**src/rtl/fpe_pkg.sv**
```systemverilog
package fpe_pkg;
    localparam int INSTR_W = 32;
    localparam int BEAT_W  = 2 * INSTR_W;

    typedef enum logic [1:0] {
        LANE_NONE = 2'b00,
        LANE_LO   = 2'b01,
        LANE_HI   = 2'b10,
        LANE_BOTH = 2'b11
    } lane_sel_e;
endpackage

```
**src/rtl/fpe_lane_pick.sv**
```systemverilog
module fpe_lane_pick
    import fpe_pkg::*;
#(
    parameter int ADDR_W  = 32,
    parameter int EPOCH_W = 3,
    localparam int ENT_W  = ADDR_W + INSTR_W + EPOCH_W
) (
    input  logic               accept,
    input  logic               hit_valid,
    input  logic [INSTR_W-1:0] hit_instr,
    input  logic [ADDR_W-1:0]  hit_pc,
    input  logic               fill_valid,
    input  logic [BEAT_W-1:0]  fill_data,
    input  logic [ADDR_W-1:0]  fill_pc,
    input  logic [1:0]         fill_sel,
    input  logic [EPOCH_W-1:0] epoch,
    output logic [1:0]         n_push,
    output logic [ENT_W-1:0]   ent0,
    output logic [ENT_W-1:0]   ent1
);
    logic [INSTR_W-1:0] lo_word;
    logic [INSTR_W-1:0] hi_word;
    logic [ADDR_W-1:0]  hi_pc;

    assign lo_word = fill_data[INSTR_W-1:0];
    assign hi_word = fill_data[BEAT_W-1:INSTR_W];
    assign hi_pc   = fill_pc + ADDR_W'(INSTR_W / 8);

    always_comb begin
        n_push = 2'd0;
        ent0   = '0;
        ent1   = '0;
        if (accept) begin
            if (hit_valid) begin
                n_push = 2'd1;
                ent0   = {hit_pc, hit_instr, epoch};
            end else if (fill_valid) begin
                unique case (lane_sel_e'(fill_sel))
                    LANE_NONE: n_push = 2'd0;
                    LANE_LO: begin
                        n_push = 2'd1;
                        ent0   = {fill_pc, lo_word, epoch};
                    end
                    LANE_HI: begin
                        n_push = 2'd1;
                        ent0   = {hi_pc, hi_word, epoch};
                    end
                    LANE_BOTH: begin
                        n_push = 2'd2;
                        ent0   = {fill_pc, lo_word, epoch};
                        ent1   = {hi_pc, hi_word, epoch};
                    end
                    default: n_push = 2'd0;
                endcase
            end
        end
    end
endmodule

```
**src/rtl/fpe_ring.sv**
```systemverilog
module fpe_ring #(
    parameter int ENT_W  = 67,
    parameter int DEPTH  = 8,
    localparam int PTR_W = $clog2(DEPTH),
    localparam int CNT_W = $clog2(DEPTH + 1)
) (
    input  logic             clk,
    input  logic             rst_n,
    input  logic             clear,
    input  logic [1:0]       n_push,
    input  logic [ENT_W-1:0] ent0,
    input  logic [ENT_W-1:0] ent1,
    input  logic             pop,
    output logic [ENT_W-1:0] head,
    output logic [CNT_W-1:0] count
);
    typedef struct packed {
        logic [DEPTH-1:0][ENT_W-1:0] mem;
        logic [PTR_W-1:0]            wr;
        logic [PTR_W-1:0]            rd;
        logic [CNT_W-1:0]            cnt;
    } ring_t;

    ring_t ring_d, ring_q;
    logic  do_pop;

    assign do_pop = pop && (ring_q.cnt != '0);

    always_comb begin
        ring_d = ring_q;
        if (clear) begin
            ring_d.wr  = '0;
            ring_d.rd  = '0;
            ring_d.cnt = '0;
        end else begin
            if (n_push != 2'd0) begin
                ring_d.mem[ring_q.wr] = ent0;
            end
            if (n_push == 2'd2) begin
                ring_d.mem[ring_q.wr + PTR_W'(1)] = ent1;
            end
            ring_d.wr  = ring_q.wr + PTR_W'(n_push);
            ring_d.rd  = ring_q.rd + PTR_W'(do_pop);
            ring_d.cnt = ring_q.cnt + CNT_W'(n_push) - CNT_W'(do_pop);
        end
    end

    always_ff @(posedge clk or negedge rst_n) begin
        if (!rst_n) begin
            ring_q <= '0;
        end else begin
            ring_q <= ring_d;
        end
    end

    assign head  = ring_q.mem[ring_q.rd];
    assign count = ring_q.cnt;
endmodule

```
**src/rtl/fetch_pair_enq.sv**
```systemverilog
module fetch_pair_enq
    import fpe_pkg::*;
#(
    parameter int ADDR_W  = 32,
    parameter int EPOCH_W = 3,
    parameter int DEPTH   = 8,
    localparam int ENT_W  = ADDR_W + INSTR_W + EPOCH_W,
    localparam int CNT_W  = $clog2(DEPTH + 1)
) (
    input  logic               clk,
    input  logic               rst_n,
    input  logic               hit_valid,
    input  logic [31:0]        hit_instr,
    input  logic [ADDR_W-1:0]  hit_pc,
    input  logic               fill_valid,
    input  logic [63:0]        fill_data,
    input  logic [ADDR_W-1:0]  fill_pc,
    input  logic [1:0]         fill_sel,
    output logic               in_ready,
    input  logic               flush,
    input  logic [EPOCH_W-1:0] flush_epoch,
    output logic               out_valid,
    input  logic               out_ready,
    output logic [31:0]        out_instr,
    output logic [ADDR_W-1:0]  out_pc,
    output logic [EPOCH_W-1:0] out_epoch
);
    typedef struct packed {
        logic [EPOCH_W-1:0] epoch;
    } ctl_t;

    ctl_t             ctl_d, ctl_q;
    logic             accept;
    logic [1:0]       n_push;
    logic [ENT_W-1:0] ent0, ent1, head;
    logic [CNT_W-1:0] occ;

    assign in_ready  = (occ <= CNT_W'(DEPTH - 2));
    assign accept    = in_ready && !flush;
    assign out_valid = (occ != '0);

    always_comb begin
        ctl_d = ctl_q;
        if (flush) begin
            ctl_d.epoch = flush_epoch;
        end
    end

    always_ff @(posedge clk or negedge rst_n) begin
        if (!rst_n) begin
            ctl_q <= '0;
        end else begin
            ctl_q <= ctl_d;
        end
    end

    fpe_lane_pick #(.ADDR_W(ADDR_W), .EPOCH_W(EPOCH_W)) u_pick (
        .accept    (accept),
        .hit_valid (hit_valid),
        .hit_instr (hit_instr),
        .hit_pc    (hit_pc),
        .fill_valid(fill_valid),
        .fill_data (fill_data),
        .fill_pc   (fill_pc),
        .fill_sel  (fill_sel),
        .epoch     (ctl_q.epoch),
        .n_push    (n_push),
        .ent0      (ent0),
        .ent1      (ent1)
    );

    fpe_ring #(.ENT_W(ENT_W), .DEPTH(DEPTH)) u_ring (
        .clk   (clk),
        .rst_n (rst_n),
        .clear (flush),
        .n_push(n_push),
        .ent0  (ent0),
        .ent1  (ent1),
        .pop   (out_valid && out_ready),
        .head  (head),
        .count (occ)
    );

    assign {out_pc, out_instr, out_epoch} = head;
endmodule

```
**config.mk**
```make
export PLATFORM = sky130hd
export DESIGN_NAME = fetch_pair_enq
export DESIGN_NICKNAME = d
export VERILOG_FILES = /design/src/rtl/fpe_pkg.sv /design/src/rtl/fpe_lane_pick.sv /design/src/rtl/fpe_ring.sv /design/src/rtl/fetch_pair_enq.sv
export SDC_FILE = /design/constraint.sdc
export NUM_CORES = 2
export LEC_CHECK = 0
export ABC_CLOCK_PERIOD_IN_PS = 3850
export BUFFER_PORTS_ARGS = -buffer_cell sky130_fd_sc_hd__buf_2
export CAP_MARGIN = 20
export CORE_MARGIN = 1.5
export CORE_UTILIZATION = 51
export DETAILED_ROUTE_END_ITERATION = 10
export MAX_ROUTING_LAYER = met4
export PLACE_DENSITY = 0.7
export REMOVE_ABC_BUFFERS = 1
export SETUP_SLACK_MARGIN = 0.2
export SLEW_MARGIN = 0
export SYNTH_ARGS = -nofsm -noshare
export SYNTH_HDL_FRONTEND = slang
export SYNTH_SLANG_ARGS = --single-unit
```
**constraint.sdc**
```tcl
create_clock -name clk -period 3.85 [get_ports clk]
set_input_delay 0.1925 -clock clk [delete_from_list [all_inputs] [get_ports clk]]
set_output_delay 0.1925 -clock clk [all_outputs]
set_load 0.02 [all_outputs]
```
Yosys cells after proc, flatten, opt, wreduce, memory -nomap -nowiden:

Cells that the tools add are included.

* register bits after elaboration: 549
* bits in latches: 0
* memory bits (writable): 0
* bits in read-only memories: 0
* input bits: 171
* output and inout bits: 69
* word-level logic and storage cells: 63
* memories: 0

* add/subtract/negate cells: 6
* multiply operators: 0
* divide/modulo/power cells: 0
* order comparisons: 6
* equal/unequal tests: 4
* shift operators: 0
* muxes and demuxes: 24
* bitwise gates (word level): 0
* reductions and logical operators: 11

Operators with widths (number)
* 536-bit two-way mux: 3
* 536-bit bitwise mux: 2
* 67-bit two-way mux: 10
* 67-bit demux with 3-bit select: 2
* 67-bit binary-select mux with 3-bit select: 1
* 67-bit one-hot mux with 2 select lines: 1
* 32-bit by 3-bit adder with 32-bit output (second input constant): 1
* 3-bit by 4-bit < comparator with 1-bit output (second input constant): 3
* 10-bit two-way mux: 1
* 2-bit == test (second input constant): 3
* 3-bit by 1-bit >= comparator with 1-bit output (second input constant): 2
* 2-bit two-way mux: 3
* 2-bit one-hot mux with 3 select lines: 1
* 1-bit logical AND: 5
* 4-bit by 2-bit adder with 4-bit output: 1
* 4-bit by 3-bit <= comparator with 1-bit output (second input constant): 1
* 4-bit nonzero test: 1
* 2-bit OR reduction: 2
* 4-bit by 1-bit subtractor with 4-bit output: 1
* 3-bit by 1-bit adder with 3-bit output: 1
* 3-bit by 1-bit adder with 3-bit output (second input constant): 1
* 3-bit by 2-bit adder with 3-bit output: 1
* 2-bit by 1-bit == test with 1-bit output (second input constant): 1
* 2-bit logical NOT: 1
* 2 further kinds: 2

Depth between registers and ports, before layout:

* depth in word-level cells: 11
* gate-level depth with buffers: 15
* gate-level depth less buffers: 12

Cells and area by module:

From an unflattened synthesis, not the netlist that was laid out.

* cells, all modules: 4193
* area, all modules: 36452.5 sq um

Modules (own cells, without submodules)
* fpe_ring: instances 1, cells an instance 3629, area an instance 33074.2 sq um, seq. area each 13663.1 sq um
* fpe_lane_pick: instances 1, cells an instance 554, area an instance 3235.6 sq um, seq. area each 0.0 sq um
* fetch_pair_enq: instances 1, cells an instance 10, area an instance 142.6 sq um, seq. area each 75.1 sq um

Worst setup path after synthesis:

No wires, ideal clock.

* path type: reg-to-reg
* start: reg u_ring.ring_q (netlist bit u_ring.count[3])
* end: reg u_ring.ring_q (netlist bit u_ring.count[3])
* setup time: 0.132 ns
* data arrival time: 2.813 ns
* data required time: 3.718 ns
* slack: 0.905 ns
* stages on the path, launching flop included: 16
* buffers on the path: 3
* period minus slack after synthesis: 2.945 ns
* path through: dfrtp_1 -> inv_1 -> ha_1 -> a211oi_2 -> or2_2 -> buf_2 -> buf_2 -> buf_2 -> nand3_1 -> ha_1 -> inv_1 -> ha_1 -> a21o_1 -> a21oi_1 -> xnor2_1 -> nor2_1

RTL lines
* from (decl): RTL line fpe_ring.sv:24 `ring_t ring_d, ring_q;`
* from (signal assigned): RTL line fpe_ring.sv:52 `ring_q <= ring_d;`

Worst setup path in the final report:

* start: reg u_ring.ring_q (netlist bit u_ring.count[3])
* end: reg u_ring.ring_q[518] in the netlist's numbering

* longest elaborated chain between the ends: 8
* elaborated cells between the ends (all ways): 12
* classes of those cells: order compare: 1; eq/ne: 1; mux: 8; reduce/logical: 2

RTL lines
* 4-bit by 3-bit <= comparator with 1-bit output (*): RTL line fetch_pair_enq.sv:38 `assign in_ready = (occ <= CNT_W'(DEPTH - 2));`
* 1-bit logical AND (*): RTL line fetch_pair_enq.sv:39 `assign accept = in_ready && !flush;`
* 67-bit two-way mux or 2-bit two-way mux (tied branches): RTL line fpe_lane_pick.sv:33 `if (accept) begin`
* 536-bit bitwise mux or 2-bit nonzero test (tied branches): RTL line fpe_ring.sv:37, fpe_ring.sv:36
* 536-bit two-way mux: RTL line fpe_ring.sv:36 `if (n_push != 2'd0) begin`
* 536-bit two-way mux: RTL line fpe_ring.sv:31 `if (clear) begin`
* 536-bit bitwise mux: RTL line fpe_ring.sv:40 `ring_d.mem[ring_q.wr + PTR_W'(1)] = ent1;`
* 536-bit two-way mux (*): RTL line fpe_ring.sv:39 `if (n_push == 2'd2) begin`

Every way passes the cells marked *; elsewhere a longest branch is shown, timed or not. The select of a mux whose other input is x is not followed.
A chain may end at the register's enable or synchronous reset.

==> run metrics <==
floorplan die area=58540 um^2; Arrival @ worst endpoint=3.87 ns; capturing element of the worst setup path=u_ring.ring_q[518]; post-route ant nets=0; number of global-route vias before repair=26.54k; estimated wirelength of the detail-placed design=between 60 and 70 mm; R2R setup slack=0.51 ns; slowest library cell on the worst path=sky130_fd_sc_hd__or3_1; wire length of the first global-routing pass=between 150 and 200 mm; GRT overflow=0; nets@finish=2971; Final Wtd Congestion=0.9593; required time reported for the critical path endpoint=4.37 ns; overall die width=242.0 um; path type of the worst min-delay path=in2reg; Cell Chain, Critical Path=inv_1 -> ha_1 -> a211oi_2 -> o21ai_2 -> or3_1 -> nand2_2 -> buf_4 -> nor2_1 -> a221oi_1; count of flip-flops with a built-in enable after synthesis=0; endpoints failing setup=0; pwr dens=651.3 nW/um^2; critical setup path kind=reg2reg; Die Ht=242.0 um; Netlist cell types=75; RSZ-0062 raised after global routing=false; Fill cells=4689; number of I/O port buffers=239; Pins Over Slew Limit=0; final design instance area without fill=approximately 33000 um^2; violation count after the first detailed-route iteration=3599; per-cell routed wire length=30.09 um; number of hold-slack violations in the final timing report=0; startpoint of the most critical setup path=u_ring.count[3]; latest clock arrival within the worst-skew pair=around 0.64 ns; count of state elements after synthesis=549; mean cell area of the mapped netlist=~11 um^2; standard cell core area=56390 um^2; max-cap check violation count=0; top-level I/O count=240; cells after synthesis=2649; clk sinks=549; Pre-Repair DR Iteration Count=8; peak clock frequency supported by timing=0.2992 GHz; Critical R2R Capture=u_ring.ring_q[518]; non-filler cells, final=3595; routed via count divided by cell count=7.295; detailed-route via count=26.23k; Worst Max-Slew Pin Slew=between 1 and 1.5 ns; post-detailed-route DRC marker count=0; number of clock buffers inserted by TritonCTS=58; GRT Util Overall=0.3739; launch instance of the worst register-to-register path=u_ring.count[3]; topmost layer with routed signal wires=met4; wl on met1=40.82 mm; Pleak=14.03 nW; largest net degree at the start of global routing=between 100 and 150; signed area change from the synthesized netlist to the final layout=14.80%; wire length on met3=12.38 mm; initial core utilization=0.5164; Cell Rows=87; Cells on Worst Hold Path=3; final wirelength=108.2 mm; H-tree Lvls=2; share of flip-flops with an asynchronous set or reset=1.000; Period minus WS final=between 3 and 4 ns; Hold Startpoint=fill_data[35]; DP Cell Count=3470; biggest cell delay along the critical path=slightly above 0.6 ns; number of buffers and inverters on the critical path=2; Worst Reg2Reg Path Length in Cells=9; headroom to the max-slew limit=0.2706; number of warnings printed during yosys synthesis=0; worst ir drop on vdd=~0.45 mV; biggest fanout along the worst timing path=35; maximum buffer depth of the clock tree=3; family with the most delay on the worst path=compound AO/OA/AOI/OAI gates; flip-flop cell with the highest count after synthesis=sky130_fd_sc_hd__dfrtp_1; Critical Path End Type=flop; share of post-route cells with drive strength above 1=0.2642; tightest hold margin=0.03909 ns; Post-DP Area=about 31000 um^2; clock tree from TritonCTS=built; root buf cell=sky130_fd_sc_hd__clkbuf_16; post-synthesis sequential area ratio=0.4718; post-route clock period utilization=0.8682; initial antenna violation count=10; total length of routed met2 wires=49.58 mm; area of the mapped netlist=29120 um^2; Critical Path Start Type=flop; clock slew at reported path FFs=0.06 ns; critical path depth=9; result of the run=completed; total power=21.77 mW; worst setup skew after layout=~0.024 ns
==> cell usage in the layout, fill, tap and decap left out, types with 14 or more instances in the layout <==
master	netlist	routed
sky130_fd_sc_hd__ha_1	17	16
sky130_fd_sc_hd__clkbuf_1	137	14
sky130_fd_sc_hd__a22oi_1	38	38
sky130_fd_sc_hd__inv_1	19	19
sky130_fd_sc_hd__o22ai_1	40	40
sky130_fd_sc_hd__nor2_1	450	448
sky130_fd_sc_hd__nand2_1	225	218
sky130_fd_sc_hd__a221oi_2	47	47
sky130_fd_sc_hd__xnor2_1	21	21
sky130_fd_sc_hd__nand3_1	20	20
sky130_fd_sc_hd__dfrtp_1	549	546
sky130_fd_sc_hd__o221ai_1	38	38
sky130_fd_sc_hd__a21oi_1	57	57
sky130_fd_sc_hd__a221oi_1	373	373
sky130_fd_sc_hd__buf_12	0	26
sky130_fd_sc_hd__clkbuf_16	0	60
sky130_fd_sc_hd__a22o_1	26	26
sky130_fd_sc_hd__mux4_2	134	134
sky130_fd_sc_hd__mux2_2	70	70
sky130_fd_sc_hd__nand4_1	16	16
sky130_fd_sc_hd__buf_4	19	68
sky130_fd_sc_hd__o221a_2	16	16
sky130_fd_sc_hd__buf_2	83	237
sky130_fd_sc_hd__o21ai_0	59	59
==> tightest hold or removal path: stages <==
cell,delay [ns]
sky130_fd_sc_hd__buf_2,0.11
sky130_fd_sc_hd__nand2_1,0.21
sky130_fd_sc_hd__a221oi_1,0.12
==> per-layer routing <==
layer | GRT usage | up-vias
met3 | 0.07865 | 389
li1 | - | 10590
met4 | 0.1785 | 0
met5 | - | -
met1 | 0.4883 | 13280
met2 | 0.5595 | 1964
==> how the worst min path moves through the flow <==
stage | slack, ns | endpoint
floorplan | -0.10 | ctl_q[0]
global placement | 0.32 | u_ring.ring_q[467]
detailed placement | 0.34 | u_ring.ring_q[534]
CTS | 0.02 | u_ring.ring_q[83]
global route | 0.06 | u_ring.ring_q[16]
finish | 0.04 | u_ring.ring_q[83]
==> registers in the layout (all words and copies together), names as in the netlist <==
register,count
u_ring.ring_q,542
u_ring.count,4
ctl_q,3
==> logic make-up (layout without fill, tap and decap cells) <==
family          Yosys count  after routing  share of synthesized area
fa+ha+maj                19             19                   0.008680
buf+inv                 287            465                    0.04387
other cells               0             12                          0
simple gates            810            810                     0.1190
mux                     208            208                     0.1321
flops                   549            549                     0.4718
compound gates          747            747                     0.2158
xor+xnor                 29             29                   0.008723
==> synthesized netlist by cell type (5+ instances only) <==
cell type / count / area, um^2
sky130_fd_sc_hd__dfrtp_1: 549 / 13740
sky130_fd_sc_hd__nor2_1: 450 / 1689
sky130_fd_sc_hd__a221oi_1: 373 / 3267
sky130_fd_sc_hd__nand2_1: 225 / 844.6
sky130_fd_sc_hd__clkbuf_1: 137 / 514.2
sky130_fd_sc_hd__mux4_2: 134 / 3018
sky130_fd_sc_hd__buf_2: 83 / 415.4
sky130_fd_sc_hd__mux2_2: 70 / 788.3
sky130_fd_sc_hd__o21ai_0: 59 / 295.3
sky130_fd_sc_hd__a21oi_1: 57 / 285.3
sky130_fd_sc_hd__a221oi_2: 47 / 705.7
sky130_fd_sc_hd__o22ai_1: 40 / 250.2
sky130_fd_sc_hd__a22oi_1: 38 / 285.3
sky130_fd_sc_hd__o221ai_1: 38 / 332.8
sky130_fd_sc_hd__a22o_1: 26 / 227.7
sky130_fd_sc_hd__buf_1: 23 / 86.33
sky130_fd_sc_hd__xnor2_1: 21 / 183.9
sky130_fd_sc_hd__nand3_1: 20 / 100.1
sky130_fd_sc_hd__buf_4: 19 / 142.6
sky130_fd_sc_hd__inv_1: 19 / 71.32
sky130_fd_sc_hd__ha_1: 17 / 212.7
sky130_fd_sc_hd__nand4_1: 16 / 100.1
sky130_fd_sc_hd__o221a_2: 16 / 180.2
sky130_fd_sc_hd__nor3_1: 15 / 75.07
sky130_fd_sc_hd__o21ai_1: 11 / 55.05
sky130_fd_sc_hd__or3_1: 11 / 68.82
sky130_fd_sc_hd__nor4_1: 9 / 56.30
sky130_fd_sc_hd__and3_1: 8 / 50.05
sky130_fd_sc_hd__nor2b_1: 8 / 50.05
sky130_fd_sc_hd__xor2_1: 8 / 70.07
sky130_fd_sc_hd__a31oi_1: 6 / 37.54
sky130_fd_sc_hd__nor4_2: 6 / 75.07
sky130_fd_sc_hd__or4_1: 6 / 45.04
sky130_fd_sc_hd__and4_1: 5 / 43.79
sky130_fd_sc_hd__nor3_2: 5 / 50.05
==> timing repair <==
| action | CTS | global route |
|---|---|---|
| hold endpoints to repair | 105 | 0 |
| resized for setup | 0 | 0 |
| setup buffers | 0 | 0 |
| hold buffers | 7 | 0 |
==> cell type report <==
| type | count | area [um^2] | share of cell area |
|---|---|---|---|
| Multi-Input combinational cell | 1813 | 14240 | 0.4261 |
| Sequential cell | 549 | 13750 | 0.4113 |
| Timing Repair Buffer | 339 | 2302 | 0.06887 |
| Clock buffer | 86 | 1719 | 0.05143 |
| Tap cell | 756 | 945.9 | 0.02830 |
| Clock inverter | 20 | 362.8 | 0.01085 |
| Inverter | 20 | 75.07 | 0.002246 |
| Antenna cell | 12 | 30.03 | 0.0008983 |
==> power breakdown <==
part / internal [mW] / switching [mW]
Clock: 3.69 / 2.43
Combinational: 3.40 / 4.04
Sequential: 7.25 / 0.954
Total: 14.3 / 7.43
==> per-stage QoR <==
stage,TNS (ns),setup slack [ns],utilization
5_1_grt,0,0.3427,0.5928
3_5_place_dp,0,0.5760,0.5542
2_1_floorplan,-632.58,-2.856,-
6_report,0,0.5075,0.5929
3_3_place_gp,0,0.6447,0.5542
4_1_cts,0,0.5522,0.5923
Note: power is estimated with default switching activity, not from simulation.
